$ cat config.mk
export PLATFORM = sky130hd
export DESIGN_NAME = pit_channel
export DESIGN_NICKNAME = d
export VERILOG_FILES = /design/src/rtl/pit_pkg.sv /design/src/rtl/pit_gate_sync.sv /design/src/rtl/pit_elapsed.sv /design/src/rtl/pit_out_law.sv /design/src/rtl/pit_channel.sv
export SDC_FILE = /design/constraint.sdc
export NUM_CORES = 1
export LEC_CHECK = 0
export BUFFER_PORTS_ARGS = -buffer_cell sky130_fd_sc_hd__clkbuf_2
export CAP_MARGIN = 40
export CELL_PAD_IN_SITES_DETAIL_PLACEMENT = 2
export CELL_PAD_IN_SITES_GLOBAL_PLACEMENT = 2
export CORE_UTILIZATION = 37
export DETAILED_ROUTE_END_ITERATION = 10
export PLACE_DENSITY_LB_ADDON = 0.2
export SLEW_MARGIN = 10
export SYNTH_ARGS = -nofsm -noshare
export SYNTH_HDL_FRONTEND = slang
export SYNTH_HIERARCHICAL = 1
export SYNTH_SLANG_ARGS = --single-unit
$ cat constraint.sdc
create_clock -name clk -period 4.7 [get_ports clk]
set_input_delay 0.235 -clock clk [delete_from_list [all_inputs] [get_ports clk]]
set_output_delay 0.235 -clock clk [all_outputs]
set_load 0.03 [all_outputs]
$ cat src/rtl/pit_pkg.sv
// Shared mode encoding and mode-class helpers for the interval timer channel.
// Assumes a 3-bit mode field; codes 6 and 7 fold onto mode 0.
package pit_pkg;

    typedef enum logic [2:0] {
        PM_TERM    = 3'd0,
        PM_ONESHOT = 3'd1,
        PM_RATE    = 3'd2,
        PM_SQUARE  = 3'd3,
        PM_SWSTB   = 3'd4,
        PM_HWSTB   = 3'd5,
        PM_RSV6    = 3'd6,
        PM_RSV7    = 3'd7
    } pit_mode_e;

    // Map a raw mode code to the law it follows.
    function automatic pit_mode_e pit_eff_mode(input logic [2:0] raw);
        if (raw[2] && raw[1]) return PM_TERM;
        return pit_mode_e'(raw);
    endfunction

    // Modes whose elapsed count wraps every count ticks.
    function automatic logic pit_is_periodic(input pit_mode_e m);
        return (m == PM_RATE) || (m == PM_SQUARE);
    endfunction

    // Modes where a low gate freezes counting.
    function automatic logic pit_gate_holds(input pit_mode_e m);
        return (m == PM_TERM) || (m == PM_RATE) || (m == PM_SQUARE) || (m == PM_SWSTB);
    endfunction

    // Modes where a rising gate restarts the elapsed count.
    function automatic logic pit_edge_restarts(input pit_mode_e m);
        return (m == PM_ONESHOT) || (m == PM_RATE) || (m == PM_SQUARE) || (m == PM_HWSTB);
    endfunction

endpackage

$ cat src/rtl/pit_gate_sync.sv
// Registers the gate level and flags its rising edge.
// Assumes the gate is already synchronous to clk; RST_LVL is the level held in reset.
module pit_gate_sync #(
    parameter logic RST_LVL = 1'b1
) (
    input  logic clk,
    input  logic rst_n,
    input  logic gate_in,
    output logic gate_q,
    output logic gate_rise
);

    // Hold the previous gate level for edge detection and readback.
    always_ff @(posedge clk) begin
        if (!rst_n) gate_q <= RST_LVL;
        else        gate_q <= gate_in;
    end

    // Rising edge means high now and low in the previous cycle.
    always_comb gate_rise = gate_in && !gate_q;

endmodule

$ cat src/rtl/pit_elapsed.sv
// Holds the loaded count and the elapsed-tick counter of one channel.
// Periodic modes wrap the counter at count and remember that a wrap happened;
// one-shot modes saturate it at count+1 so the output settles for good.
// Assumes the mode input is stable between loads.
module pit_elapsed
    import pit_pkg::*;
#(
    parameter int CNT_W = 16,
    localparam int EFF_W = CNT_W + 1,
    localparam int ELW   = CNT_W + 2
) (
    input  logic             clk,
    input  logic             rst_n,
    input  logic             load,
    input  logic [CNT_W-1:0] load_count,
    input  pit_mode_e        mode,
    input  logic             tick,
    input  logic             gate_in,
    input  logic             gate_rise,
    output logic [ELW-1:0]   elap_q,
    output logic [EFF_W-1:0] cnt_eff,
    output logic             wrap_q
);

    logic [CNT_W-1:0] cnt_q;
    logic [ELW-1:0]   cnt_ext;
    logic             restart;
    logic             step;

    // A zero count stands for 2^CNT_W.
    always_comb cnt_eff = {(cnt_q == '0), cnt_q};
    always_comb cnt_ext = {1'b0, cnt_eff};

    // Decide whether this cycle restarts or advances the counter.
    always_comb begin
        restart = gate_rise && pit_edge_restarts(mode);
        step    = tick && (gate_in || !pit_gate_holds(mode));
    end

    // Count register plus elapsed counter, load first, then retrigger, then tick.
    always_ff @(posedge clk) begin
        if (!rst_n) begin
            cnt_q  <= '0;
            elap_q <= '0;
            wrap_q <= 1'b0;
        end else if (load) begin
            cnt_q  <= load_count;
            elap_q <= '0;
            wrap_q <= 1'b0;
        end else if (restart) begin
            elap_q <= '0;
            wrap_q <= 1'b0;
        end else if (step) begin
            if (pit_is_periodic(mode)) begin
                if (elap_q == cnt_ext - 1'b1) begin
                    elap_q <= '0;
                    wrap_q <= 1'b1;
                end else begin
                    elap_q <= elap_q + 1'b1;
                end
            end else if (elap_q <= cnt_ext) begin
                elap_q <= elap_q + 1'b1;
            end
        end
    end

    AST_SAT_BOUND: assert property (@(posedge clk) disable iff (!rst_n)
        !pit_is_periodic(mode) |-> (elap_q <= cnt_ext + 1'b1));

    AST_PHASE_RANGE: assert property (@(posedge clk) disable iff (!rst_n)
        pit_is_periodic(mode) |-> (elap_q < cnt_ext));

    AST_LOAD_RESTART: assert property (@(posedge clk) disable iff (!rst_n)
        load |=> (elap_q == '0));

    AST_GATE_HOLD: assert property (@(posedge clk) disable iff (!rst_n)
        (!load && !gate_in && pit_gate_holds(mode)) |=> $stable(elap_q));

    AST_EDGE_RESTART: assert property (@(posedge clk) disable iff (!rst_n)
        (!load && gate_rise && pit_edge_restarts(mode)) |=> (elap_q == '0));

endmodule

$ cat src/rtl/pit_out_law.sv
// Combinational output law and remaining-count readback for one channel.
// Assumes elap_q < count in periodic modes and elap_q <= count+1 otherwise.
module pit_out_law
    import pit_pkg::*;
#(
    parameter int CNT_W = 16,
    localparam int EFF_W = CNT_W + 1,
    localparam int ELW   = CNT_W + 2
) (
    input  pit_mode_e        mode,
    input  logic [ELW-1:0]   elap_q,
    input  logic [EFF_W-1:0] cnt_eff,
    input  logic             wrap_q,
    output logic             out,
    output logic [CNT_W-1:0] rd_count
);

    logic [ELW-1:0] cnt_ext;
    logic [ELW-1:0] half;
    logic [ELW-1:0] remain;

    // Widen the count and form the rounded-up high phase length.
    always_comb begin
        cnt_ext = {1'b0, cnt_eff};
        half    = (cnt_ext + 1'b1) >> 1;
    end

    // Select the output law for the active mode.
    always_comb begin
        unique case (mode)
            PM_ONESHOT:        out = (elap_q < cnt_ext);
            PM_RATE:           out = (elap_q == '0) && wrap_q;
            PM_SQUARE:         out = (elap_q < half);
            PM_SWSTB, PM_HWSTB: out = (elap_q == cnt_ext);
            default:           out = (elap_q >= cnt_ext);
        endcase
    end

    // Remaining count: phase based when periodic, clamped at zero otherwise.
    always_comb begin
        if (pit_is_periodic(mode) || (elap_q < cnt_ext)) remain = cnt_ext - elap_q;
        else                                             remain = '0;
        rd_count = remain[CNT_W-1:0];
    end

endmodule

$ cat src/rtl/pit_channel.sv
// One channel of an interval timer: mode register, gate sampling, elapsed
// counter and output law. CHAN_IDX sets the reset gate level (low for 2).
// Assumes tick, load and gate are synchronous to clk.
module pit_channel
    import pit_pkg::*;
#(
    parameter int CNT_W    = 16,
    parameter int CHAN_IDX = 0,
    localparam int   EFF_W    = CNT_W + 1,
    localparam int   ELW      = CNT_W + 2,
    localparam logic RST_GATE = (CHAN_IDX != 2)
) (
    input  logic             clk,
    input  logic             rst_n,
    input  logic             tick,
    input  logic             load,
    input  logic [2:0]       load_mode,
    input  logic [CNT_W-1:0] load_count,
    input  logic             gate,
    output logic             out,
    output logic [CNT_W-1:0] rd_count,
    output logic [2:0]       rd_mode,
    output logic             rd_gate
);

    logic [2:0]       mode_q;
    pit_mode_e        eff_mode;
    logic             gate_rise;
    logic [ELW-1:0]   elap_q;
    logic [EFF_W-1:0] cnt_eff;
    logic             wrap_q;

    // Stored raw mode, square wave after reset.
    always_ff @(posedge clk) begin
        if (!rst_n)    mode_q <= 3'd3;
        else if (load) mode_q <= load_mode;
    end

    // Fold reserved codes onto their law.
    always_comb eff_mode = pit_eff_mode(mode_q);
    always_comb rd_mode  = mode_q;

    pit_gate_sync #(.RST_LVL(RST_GATE)) i_gate (
        .clk       (clk),
        .rst_n     (rst_n),
        .gate_in   (gate),
        .gate_q    (rd_gate),
        .gate_rise (gate_rise)
    );

    pit_elapsed #(.CNT_W(CNT_W)) i_elapsed (
        .clk        (clk),
        .rst_n      (rst_n),
        .load       (load),
        .load_count (load_count),
        .mode       (eff_mode),
        .tick       (tick),
        .gate_in    (gate),
        .gate_rise  (gate_rise),
        .elap_q     (elap_q),
        .cnt_eff    (cnt_eff),
        .wrap_q     (wrap_q)
    );

    pit_out_law #(.CNT_W(CNT_W)) i_law (
        .mode     (eff_mode),
        .elap_q   (elap_q),
        .cnt_eff  (cnt_eff),
        .wrap_q   (wrap_q),
        .out      (out),
        .rd_count (rd_count)
    );

    AST_RESET_STATE: assert property (@(posedge clk)
        !rst_n |=> (rd_mode == 3'd3) && (rd_count == '0) && out);

    AST_RESET_GATE: assert property (@(posedge clk)
        !rst_n |=> (rd_gate == RST_GATE));

    AST_STROBE_ONCE: assert property (@(posedge clk) disable iff (!rst_n)
        (!load && tick && out && ((eff_mode == PM_HWSTB) || ((eff_mode == PM_SWSTB) && gate)))
        |=> !out);

endmodule

==> impl_metrics.env <==
export IMPL_clkLatencyLatePin_ns=0.29
export IMPL_r2r_cells=12
export IMPL_setup_violations=0
export IMPL_finalPower_mw=1.242
export IMPL_firstDrtPassIters=4
export IMPL_ys_warn_count=6
export IMPL_initial_core_util_pct=37.83
export IMPL_ys_flop_type="dfxtp_1"
export IMPL_netlist_area_um2=5231
export IMPL_hold_buffers=0
export IMPL_finalMaxSlewViolations=0
export IMPL_synth_top_cell_area_share_pct=16.50
export IMPL_cts_clk_slew_worst_paths_ns=0.06
export IMPL_die_y_um=120.9
export IMPL_cp_start_kind="register"
export IMPL_r2r_slack_ns=0.71
export IMPL_cp_end_kind="primary output"
export IMPL_pin_count=45
export IMPL_ys_async_sr_fraction_pct=0
export IMPL_hold_viol_final=0
export IMPL_crit_start="i_elapsed/cnt_q[5]"
export IMPL_holdPathStages=3
export IMPL_cap_violations=0
export IMPL_ir_drop_mv=0.1459
export IMPL_overflow=0
export IMPL_syn_instance_count=656
export IMPL_hold_class="primary input to register"
export IMPL_chipWidth_um=120.9
export IMPL_path_class="register to primary output"
export IMPL_ys_seq_area_share_pct=14.92
export IMPL_drive_above_1_share_pct=16.12
export IMPL_power_density_nw_per_um2=212.4
export IMPL_required_ns=4.47
export IMPL_grt_first_pass_wirelength_um=30250
export IMPL_worst_endpoint_arrival_ns=3.93
export IMPL_finalCriticalPeriod_ns=4.167
export IMPL_status="finished, final reports clean"
export IMPL_fin_nets=794
export IMPL_htreeDepth=2
export IMPL_fin_setup_tns_ns=0
export IMPL_dieArea_um2=14620
export IMPL_synth_distinct_cells=76
export IMPL_ant_nets=0
export IMPL_r2r_start="i_elapsed/cnt_q[5]"
export IMPL_synth_fp_nets=750
export IMPL_hold_end="rd_mode[0]"
export IMPL_antenna_found_initial=0
export IMPL_wl_per_cell_um=21.64
export IMPL_num_rows=43
export IMPL_fillers=1589
export IMPL_cts_tree="done"
export IMPL_crit_fanout=16
export IMPL_max_freq_mhz=240.0
export IMPL_synth_edf_count=0
export IMPL_cts_sinks=39
export IMPL_multi_input_area_um2=4044
export IMPL_reg2reg_to="i_elapsed/elap_q[16]"
export IMPL_via_per_inst=5.889
export IMPL_worstHoldStart="load_mode[0]"
export IMPL_yosys_top_cells_area="ha_1 17%, dfxtp_1 15%, xnor2_1 6.0%"
export IMPL_tightestPinTransition_ns=0.9566
export IMPL_post_cts_buffers=0
export IMPL_via_count=5188
export IMPL_avgSynthCellArea_um2=7.974
export IMPL_cts_root_buf="clkbuf_16"
export IMPL_synth_top_area_cell="ha_1"
export IMPL_placed_cell_area_um2=5680
export IMPL_finalCritPeriodShare_pct=88.65
export IMPL_final_area_um2=5847
export IMPL_finClkSkew_ns=0.004062
export IMPL_grt_use_total_pct=26.74
export IMPL_max_slew_margin_rel_pct=35.66
export IMPL_ys_seq_elements=39
export IMPL_core_um2=13830
export IMPL_remaining_drc_errors=0
export IMPL_leakage_nw=2.447
export IMPL_register_area_um2=780.7
export IMPL_wirelength_um=19070
export IMPL_globalplace_congestion=0.8224
export IMPL_grt_max_degree=23
export IMPL_n_antenna_cell=0
export IMPL_area_growth_syn_to_layout_pct=11.77
export IMPL_rsz0062_at_grt="false"
export IMPL_numCtsBuffers=5
export IMPL_grt_pass1_vias=5790
export IMPL_cts_buffer_depth=2
export IMPL_io_buffers=44
export IMPL_post_dp_hpwl_um=15210
export IMPL_drtIter0Drc=191
export IMPL_timing_hold_ws_ns=0.1635
-- kinds of logic after synthesis --
logic type               Yosys count  synth area share, %
AO/OA/AOI/OAI                    160                22.65
buffers and inverters             96                7.893
multiplexers                      20                3.827
AND/OR/NAND/NOR                  223                25.78
adder cells (fa/ha/maj)           70                16.89
flip-flops                        39                14.92
XOR/XNOR                          48                8.036
-- metal layers --
| metal | wire (um) | GRT usage, % | share of wire [%] | up-vias |
|---|---|---|---|---|
| met2 | 10080 | 51.61 | 53 | 69 |
| met1 | 8163 | 30.90 | 43 | 2619 |
| met3 | 454 | 2.444 | 2.4 | 28 |
| met4 | 371 | 7.330 | 1.9 | 0 |
| met5 | 0 | 0 | 0 | - |
| li1 | - | - | - | 2472 |
-- cells in the mapped netlist, drive strengths merged (12+ instances only) --
cell / count
clkbuf: 16
o21ai: 18
mux2i: 20
nand3: 26
and3: 14
nor2b: 27
nand4: 19
nand2: 31
nor2: 31
ha: 69
o211ai: 15
buf: 13
a21oi: 40
nor3: 22
xnor2: 36
a211oi: 14
dfxtp: 39
inv: 67
xor2: 12
-- cells in the final DEF (no fill, tap or decap), types with 12 or more instances in the layout --
cell | Yosys | layout
o211ai_1 | 14 | 14
dfxtp_1 | 39 | 39
buf_4 | 0 | 22
nand3_1 | 26 | 26
nor3_1 | 16 | 16
a21oi_1 | 37 | 37
inv_1 | 67 | 67
nand2_1 | 31 | 31
ha_1 | 69 | 69
nand4_1 | 18 | 18
xor2_1 | 12 | 12
mux2i_1 | 20 | 20
nor2_1 | 31 | 31
o21ai_0 | 16 | 16
xnor2_1 | 36 | 36
clkbuf_2 | 0 | 44
nor2b_1 | 26 | 26
and3_1 | 13 | 13
-- layout make-up --
class,count,share of cell area [%]
Tap cell,180,3.852
Clock inverter,1,0.1284
Sequential cell,39,13.35
Timing Repair Buffer,66,6.591
Clock buffer,7,2.611
Multi-Input combinational cell,521,69.16
Inverter,67,4.301
-- power breakdown --
| part | internal [mW] | switching [mW] |
|---|---|---|
| Clock | 0.226 | 0.149 |
| Sequential | 0.341 | 0.0165 |
| Combinational | 0.187 | 0.322 |
| Total | 0.755 | 0.487 |
-- metrics by stage --
| step | std cells | util (%) | setup slack [ns] |
|---|---|---|---|
| 2_1_floorplan | 656 | - | 1.346 |
| 3_3_place_gp | 872 | 41.03 | 0.6268 |
| 3_5_place_dp | 873 | 41.08 | 0.5246 |
| 4_1_cts | 881 | 42.24 | 0.2707 |
| 5_1_grt | 881 | 42.29 | 0.2390 |
| 6_report | 881 | 42.29 | 0.5335 |
-- critical path: stages (launching register included) --
cell and delay [ns]:
dfxtp_1 0.41, nor4_2 0.50, and4_1 0.34, nand3_1 0.13
inv_1 0.15, inv_1 0.09, ha_1 0.32, nand4b_1 0.19
nor4_2 0.24, a21bo_1 0.25, o211a_1 0.18, a21oi_4 0.42
and3b_1 0.23, clkbuf_2 0.18
-- registers in the layout, indices dropped and copies added, names as in the netlist --
| signal | flops |
|---|---|
| i_elapsed/cnt_q | 16 |
| rd_mode | 3 |
| i_elapsed/wrap_q | 1 |
| i_gate/gate_q | 1 |
| i_elapsed/elap_q | 18 |
-- how the worst max path moves through the flow --
stage                           end  slack (ns)
2_1_floorplan          rd_count[15]        1.35
3_3_place_gp   i_elapsed/elap_q[10]        0.63
3_5_place_dp   i_elapsed/elap_q[16]        0.52
4_1_cts                 rd_count[5]        0.27
5_1_grt                 rd_count[5]        0.24
6_report                rd_count[5]        0.53
-- timing repair --
item | in CTS | in global routing
resized for setup | 0 | 1
hold endpoints to repair | 0 | 0
endpoints found under the setup margin | 0 | 1
(Power assumes the default switching activity.)
